--- config.mk ---
export PLATFORM = sky130hd
export DESIGN_NAME = modeRegCheck
export DESIGN_NICKNAME = d
export VERILOG_FILES = /design/src/rtl/modeRegPkg.sv /design/src/rtl/modeRegCtrl.sv /design/src/rtl/modeRegData.sv /design/src/rtl/modeRegCheck.sv
export SDC_FILE = /design/constraint.sdc
export NUM_CORES = 1
export LEC_CHECK = 0
export ABC_AREA = 1
export BUFFER_PORTS_ARGS = -buffer_cell sky130_fd_sc_hd__buf_4
export CORE_UTILIZATION = 40
export DETAILED_ROUTE_END_ITERATION = 7
export GPL_ROUTABILITY_DRIVEN = 0
export GPL_TIMING_DRIVEN = 0
export HOLD_SLACK_MARGIN = 0.15
export PLACE_DENSITY = 0.81
export REMOVE_ABC_BUFFERS = 1
export SLEW_MARGIN = 10
export SYNTH_ARGS = -nofsm -noshare
export SYNTH_HDL_FRONTEND = slang
export SYNTH_SLANG_ARGS = --single-unit
--- constraint.sdc ---
create_clock -name clk -period 1.3 [get_ports clk]
set_input_delay 0.26 -clock clk [delete_from_list [all_inputs] [get_ports clk]]
set_output_delay 0.26 -clock clk [all_outputs]
set_load 0.005 [all_outputs]
--- src/rtl/modeRegPkg.sv ---
package modeRegPkg;

  typedef struct packed {
    logic loadBase;
    logic dllReq;
    logic protoErr;
    logic reservedErr;
    logic gapErr;
  } ctlStrobesT;

  function automatic logic blLegal(input logic [2:0] f);
    return (f == 3'b001) || (f == 3'b010) || (f == 3'b011);
  endfunction

  function automatic logic clLegal(input logic [2:0] f);
    return (f == 3'b010) || (f == 3'b011) || (f == 3'b110);
  endfunction

endpackage

--- src/rtl/modeRegCtrl.sv ---
module modeRegCtrl
  import modeRegPkg::*;
#(
  parameter int ADDR_W  = 12,
  parameter int GAP_CYC = 2
) (
  input  logic              clk,
  input  logic              rst,
  input  logic              lmrCmd,
  input  logic [1:0]        bankAddr,
  input  logic [2:0]        blField,
  input  logic [2:0]        clField,
  input  logic [ADDR_W-8:0] opField,
  input  logic              allIdle,
  input  logic              burstActive,
  input  logic              cmdValid,
  output ctlStrobesT        strobes
);
  localparam int HOLD = GAP_CYC - 1;

  logic holdBusy;
  logic stateBad, gapHit, fieldBad, opBad, resHit, accept;

  always_comb begin
    opBad    = opField[0] || (|opField[ADDR_W-8:2]);
    fieldBad = !blLegal(blField) || !clLegal(clField) || opBad;
    stateBad = lmrCmd && (!allIdle || burstActive);
    gapHit   = (lmrCmd || cmdValid) && holdBusy;
    resHit   = lmrCmd && (bankAddr[1] || ((bankAddr == 2'b00) && fieldBad));
    accept   = lmrCmd && !stateBad && !gapHit && !resHit;

    strobes.loadBase    = accept && (bankAddr == 2'b00);
    strobes.dllReq      = accept && (bankAddr == 2'b00) && opField[1];
    strobes.protoErr    = stateBad;
    strobes.reservedErr = resHit;
    strobes.gapErr      = gapHit;
  end

  generate
    if (HOLD <= 0) begin : g_noHold
      assign holdBusy = 1'b0;
    end else begin : g_hold
      localparam int HOLD_W = $clog2(HOLD + 1);
      logic [HOLD_W-1:0] holdCnt;
      always_ff @(posedge clk) begin
        if (rst)              holdCnt <= '0;
        else if (accept)      holdCnt <= HOLD_W'(HOLD);
        else if (holdCnt != 0) holdCnt <= holdCnt - 1'b1;
      end
      assign holdBusy = (holdCnt != 0);
    end
  endgenerate

endmodule

--- src/rtl/modeRegData.sv ---
module modeRegData
  import modeRegPkg::*;
#(
  parameter int ADDR_W = 12
) (
  input  logic              clk,
  input  logic              rst,
  input  ctlStrobesT        strobes,
  input  logic [ADDR_W-1:0] addrBus,
  output logic [ADDR_W-1:0] modeWord,
  output logic [3:0]        burstLen,
  output logic              burstInterleaved,
  output logic [3:0]        casX2,
  output logic              dllResetPulse,
  output logic              notConfigured,
  output logic              protoErr,
  output logic              reservedErr,
  output logic              gapErr
);
  localparam logic [ADDR_W-1:0] SELF_CLR = ADDR_W'(1) << 8;

  always_ff @(posedge clk) begin
    if (rst) begin
      modeWord      <= '0;
      notConfigured <= 1'b1;
      dllResetPulse <= 1'b0;
      protoErr      <= 1'b0;
      reservedErr   <= 1'b0;
      gapErr        <= 1'b0;
    end else begin
      if (strobes.loadBase) begin
        modeWord      <= addrBus & ~SELF_CLR;
        notConfigured <= 1'b0;
      end
      dllResetPulse <= strobes.dllReq;
      protoErr      <= strobes.protoErr;
      reservedErr   <= strobes.reservedErr;
      gapErr        <= strobes.gapErr;
    end
  end

  always_comb begin
    case (modeWord[2:0])
      3'b001:  burstLen = 4'd2;
      3'b010:  burstLen = 4'd4;
      3'b011:  burstLen = 4'd8;
      default: burstLen = 4'd0;
    endcase
    case (modeWord[6:4])
      3'b010:  casX2 = 4'd4;
      3'b011:  casX2 = 4'd6;
      3'b110:  casX2 = 4'd5;
      default: casX2 = 4'd0;
    endcase
    burstInterleaved = modeWord[3];
  end

endmodule

--- src/rtl/modeRegCheck.sv ---
module modeRegCheck
  import modeRegPkg::*;
#(
  parameter int ADDR_W  = 12,
  parameter int GAP_CYC = 2
) (
  input  logic              clk,
  input  logic              rst,
  input  logic              lmrCmd,
  input  logic [1:0]        bankAddr,
  input  logic [ADDR_W-1:0] addrBus,
  input  logic              allIdle,
  input  logic              burstActive,
  input  logic              cmdValid,
  output logic [ADDR_W-1:0] modeWord,
  output logic [3:0]        burstLen,
  output logic              burstInterleaved,
  output logic [3:0]        casX2,
  output logic              dllResetPulse,
  output logic              notConfigured,
  output logic              protoErr,
  output logic              reservedErr,
  output logic              gapErr
);
  ctlStrobesT strobes;

  modeRegCtrl #(.ADDR_W(ADDR_W), .GAP_CYC(GAP_CYC)) u_ctrl (
    .clk(clk), .rst(rst), .lmrCmd(lmrCmd), .bankAddr(bankAddr),
    .blField(addrBus[2:0]), .clField(addrBus[6:4]),
    .opField(addrBus[ADDR_W-1:7]),
    .allIdle(allIdle), .burstActive(burstActive), .cmdValid(cmdValid),
    .strobes(strobes)
  );

  modeRegData #(.ADDR_W(ADDR_W)) u_data (
    .clk(clk), .rst(rst), .strobes(strobes), .addrBus(addrBus),
    .modeWord(modeWord), .burstLen(burstLen),
    .burstInterleaved(burstInterleaved), .casX2(casX2),
    .dllResetPulse(dllResetPulse), .notConfigured(notConfigured),
    .protoErr(protoErr), .reservedErr(reservedErr), .gapErr(gapErr)
  );

endmodule

After elaboration in Yosys (flattened, before gate mapping)
Cells that the tools add are included.
{"block": "classes", "eq_ne": 12, "n_addsub": 1, "n_mux": 4, "n_reduce_logical": 27}
{"cell": "3-bit by 2-bit == test with 1-bit output, second input constant", "n": 8}
{"cell": "4-bit case mux with 3 select lines", "n": 1}
{"cell": "1-bit logical OR", "n": 10}
{"cell": "1-bit logical AND", "n": 9}
{"cell": "3-bit case mux with 3 select lines", "n": 1}
{"cell": "3-bit by 1-bit == test with 1-bit output, second input constant", "n": 2}
{"cell": "3-bit == test, second input constant", "n": 2}
{"cell": "1-bit zero test", "n": 6}
{"cell": "3-bit OR reduction", "n": 1}
{"cell": "2-bit zero test", "n": 1}
{"cell": "1-bit 2-to-1 mux", "n": 2}
{"cell": "1-bit subtractor, second input constant", "n": 1}
{"block": "totals", "out_inout_bits": 26, "inputBits": 20, "word_cells": 51, "reg_bits": 17}

Logic depth before layout (Yosys ltp)
{"block": "logic_depth", "ltp_word": 13, "mapped_depth": 8, "ltp_nobuf": 8}

Hierarchy
From an unflattened synthesis, not the netlist that was laid out.
{"block": "hier_totals", "cells_unflattened": 142, "hier_area_um2": 883.3}
{"mod": "modeRegData", "cells_per_inst": 100, "seq_area_each_um2": 320.3, "instances": 1, "area_each_um2": 678.2}
{"mod": "modeRegCtrl", "cells_per_inst": 42, "seq_area_each_um2": 20.0, "instances": 1, "area_each_um2": 205.2}

Worst setup path after synthesis
OpenSTA, ideal clock, no wires.
{"block": "synth_path", "path_type": "input to register", "from": "input port burstActive", "to": "register u_data.modeWord[11]", "t_arrival_ns": 0.983, "stages": 6, "setup_time_ns": 0.115, "setup_slack_ns": 0.201, "required_ns": 1.185, "path_cell_list": "inv_1 > nand2_1 > nor3_4 > nand4_4 > buf_6 > and3_1"}
{"block": "synth_via", "elab_chain_len": 7}
{"element": "start, declared", "line": "modeRegCheck.sv:13", "source": "input logic burstActive,"}
{"element": "1-bit logical OR", "line": "modeRegCtrl.sv:27", "source": "stateBad = lmrCmd && (!allIdle || burstActive);"}
{"element": "1-bit logical AND", "line": "modeRegCtrl.sv:27"}
{"element": "1-bit zero test", "line": "modeRegCtrl.sv:30", "source": "accept = lmrCmd && !stateBad && !gapHit && !resHit;"}
{"element": "1-bit logical AND (3 in a row)", "line": "modeRegCtrl.sv:30"}
{"element": "1-bit logical AND", "line": "modeRegCtrl.sv:32", "source": "strobes.loadBase = accept && (bankAddr == 2'b00);"}
{"element": "end signal, assigned", "line": "modeRegData.sv:32", "source": "modeWord <= addrBus & ~SELF_CLR;"}
{"element": "end, declared", "line": "modeRegData.sv:10", "source": "output logic [ADDR_W-1:0] modeWord,"}
No other way between the ends.
A chain may end at the register's enable or synchronous reset.

Final worst setup path
{"block": "layout_path", "from": "register u_data.modeWord[0]", "to": "output port burstLen[1]"}
{"block": "layout_via", "elab_chain_len": 2}
{"element": "3-bit by 2-bit == test with 1-bit output or 3-bit by 1-bit == test with 1-bit output (tied branches)", "line": "modeRegData.sv:43", "source": "case (modeWord[2:0])"}
{"element": "4-bit case mux with 3 select lines *", "line": "modeRegData.sv:43"}
{"element": "end, declared", "line": "modeRegCheck.sv:16", "source": "output logic [3:0] burstLen,"}
Mark *: on every way between the ends. The rest lies on a longest branch, timed or not.

==> results by group <==
Setup path
  – CP required: 1.04 ns
  – CP Buf/Inv Count: 2
  – Top delay family on crit path: flip-flops
  – Worst Path Max Fanout: 3
  – Worst EP arrival: a little over 1 ns
  – Worst reg2reg path depth: 3
  – Critical path class: reg2out
  – Worst path max stage delay: 0.36 ns
  – Levels on crit path: 3
  – R2R Path Start: u_ctrl.g_hold.holdCnt
  – R2R setup slack: 0.11 ns
  – Slowest-stage cell, CP: dfxtp_2
  – Worst path cell trace: inv_1 -> nor3_1 -> buf_4
  – Startpoint types: flip-flop
  – Reg2Reg Capture Point: u_data.modeWord[9]
  – Critical path endpoint category: primary output

Drt
  – DR vias: 714
  – Drt total wl: ~1.6 mm
  – DR vias/cell: 4.41
  – Post-route ant nets: 0
  – Router iterations before antenna repair: 4
  – 1st-iter DRT viols: 8
  – Avg WL per Cell: 9.72 um
  – Post-route DRC: 0

Yosys
  – Post-synth top cells: 20 x nand2_1, 18 x nor2_1, 17 x dfxtp_1
  – Flops & latches, synth: 17
  – Post-Synthesis Cell Area: 717 um2
  – Synth top area cells: dfxtp_1 47%, nand2_1 10%, nor2_1 9.4%
  – Seq/Total Area, Yosys: roughly 47%
  – Leading area contributor after synthesis: dfxtp_1
  – Number of synthesized flops with an enable pin: 0
  – Post-synth top area share: ~47%
  – Synth cell types: 19
  – Yosys Warn Count: 0
  – Post-synthesis async set-or-reset flop share: 0%
  – Count leader, synth: nand2_1
  – Mapped Cells: 94
  – Primary FF master, synth: dfxtp_1
  – Mean Syn Cell Area: 7.63 um2

Global route
  – Vias in the first global route: 653
  – Remaining Overflow, GRT: 0
  – GR Util met1: between 10% and 20%
  – GRT Overall Usage: between 10% and 20%
  – Initial antenna violation count: 0
  – GR peak layer: met2
  – Largest net degree at the start of global routing: 19
  – Global-route wire length before repair: roughly 2.5 mm
  – Routing usage on met2: roughly 32%
  – M3 GR Usage: 4.90%

Job
  – Max-cap violations: 0

Power
  – Power per cell area: 809 mW/mm2
  – Pleak: 0.604 nW
  – Maximum VDD drop: 0.000568 V

Clocking
  – Clock Pin Slew Worst Setup and Hold Paths: 0.10 ns
  – Later-pin clock latency in the skew report: roughly 0.28 ns
  – Root Buffer: clkbuf_4
  – Clock sink total: 17
  – CTS tree: done
  – TritonCTS Buffers: 3
  – CTS HTree Levels: 1
  – Clock Path Buffers: 2

Die
  – Die Y-Extent: 44.3 um
  – I/O Pins: 46
  – Die area: around 0.0020 mm2
  – Starting utilization of the core area: between 40% and 50%
  – Core ar.: 0.00159 mm2
  – Die Width: 44.3 um
  – Cell Rows: 14

Timing
  – Fmax: 0.778 GHz
  – Setup TNS: 0 ns
  – Final period utilization: 98.9%
  – Slew Viols, Final: 0
  – Setup Skew: 0.00117 ns
  – RSZ-0062 raised after global routing: yes
  – Post-route minimum period: approximately 1.3 ns
  – Final hold viol count: 0
  – Count of final setup violators: 0

Status
  – Outcome: finished clean

Worst hold path
  – Worst Hold Launch: addrBus[3]
  – Hold path depth: 3
  – WHS Endpoint: u_data.modeWord[3]
  – Min-delay worst type: in2reg

Placed design
  – Post-DP HPWL: 1.14 mm
  – Placed Cells incl. Taps: 156
  – Port bufs: 42

Cells and area
  – Diode count: 0
  – Final net count: 159
  – Fraction of layout cells with a size suffix above 1: 48.6%
  – Layout area overhead: 53.4%
  – Finished Layout Cells: ~160
==> through the flow <==
step           cell area [um2]  util [%]  worst slack (ns)  hold WS (ns)  total power, mW
3_3_place_gp              1020      64.3          -0.00377         0.434            0.622
3_5_place_dp              1020      64.3           -0.0277         0.440            0.624
2_1_floorplan              679         -             0.210         0.322            0.566
4_1_cts                   1070      67.1           -0.0203         0.189            0.909
6_report                  1100      69.0            0.0143         0.193            0.890
5_1_grt                   1100      69.0           -0.0630         0.200            0.932
==> worst register-to-register path: cells and delay by family, from the launching register on <==
kind	cells	cell delay (ns)
AND/OR/NAND/NOR	3	0.74
flip-flops	1	0.35
==> sequential cells by signal (all words and copies together), names as in the netlist <==
signal                 cells
u_data.notConfigured       1
u_data.reservedErr         1
u_ctrl.g_hold.holdCnt      1
u_data.gapErr              1
u_data.modeWord           11
u_data.protoErr            1
u_data.dllResetPulse       1
==> report_power, final <==
part           total, mW  switching [mW]  internal (mW)
Clock              0.278           0.164          0.114
Sequential         0.524         0.00180          0.523
Combinational     0.0874          0.0366         0.0508
Total              0.890           0.202          0.688
==> placed cells by master (no fill, tap or decap) <==
cell type	count
clkbuf_4	3
nand3_1	1
a21oi_2	1
clkinv_2	1
inv_1	11
nor2_2	1
nand2_1	20
buf_4	43
nor3_1	1
conb_1	3
o21ai_0	2
dfxtp_1	11
dlygate4sd3_1	1
dfxtp_4	1
nor3_4	1
and3_1	2
nor2_1	18
dfxtp_2	5
a21oi_1	1
nand4_4	1
and3_2	3
nor3_2	4
inv_2	3
==> worst max-delay path by stage <==
stage                  startpoint             endpoint  slack, ns
3_5_place_dp           addrBus[9]   u_data.modeWord[9]      -0.03
6_report       u_data.modeWord[0]          burstLen[1]       0.01
4_1_cts        u_data.modeWord[5]             casX2[0]      -0.02
3_3_place_gp           addrBus[7]   u_data.modeWord[9]     -0.004
5_1_grt        u_data.modeWord[0]          burstLen[1]      -0.06
2_1_floorplan         burstActive  u_data.modeWord[10]       0.21
==> routing by layer <==
layer	share of wire, %	up-vias
met5	0	-
met4	0.44	0
met3	6.0	2
met2	55	28
met1	39	317
li1	-	367
==> logic make-up (layout without fill, tap and decap cells) <==
| kind of cell | count (synthesis) | in the layout | synth area share [%] |
|---|---|---|---|
| flops | 17 | 17 | 47.5 |
| buf+inv | 20 | 62 | 13.6 |
| simple gates | 52 | 52 | 35.1 |
| other cells | 1 | 3 | 0.523 |
| compound gates | 4 | 4 | 3.32 |
==> area by class of cell <==
type | instances | area (um2)
multi-input cells | 59 | 307
well taps | 24 | 30.0
clock inverters | 1 | 5.00
clock buffers | 3 | 22.5
fillers | 146 | 494
flip-flops and latches | 17 | 350
inverters | 14 | 52.6
repair buffers | 44 | 333
==> repair_timing <==
action	CTS	global route
hold buffers	1	0
hold endpoints to repair	1	0
endpoints found under the setup margin	4	5
gates cloned	0	0
buffers inserted	0	1
gates resized for setup	3	10
pin swaps	0	2
Power figures use the tool's default switching activity.
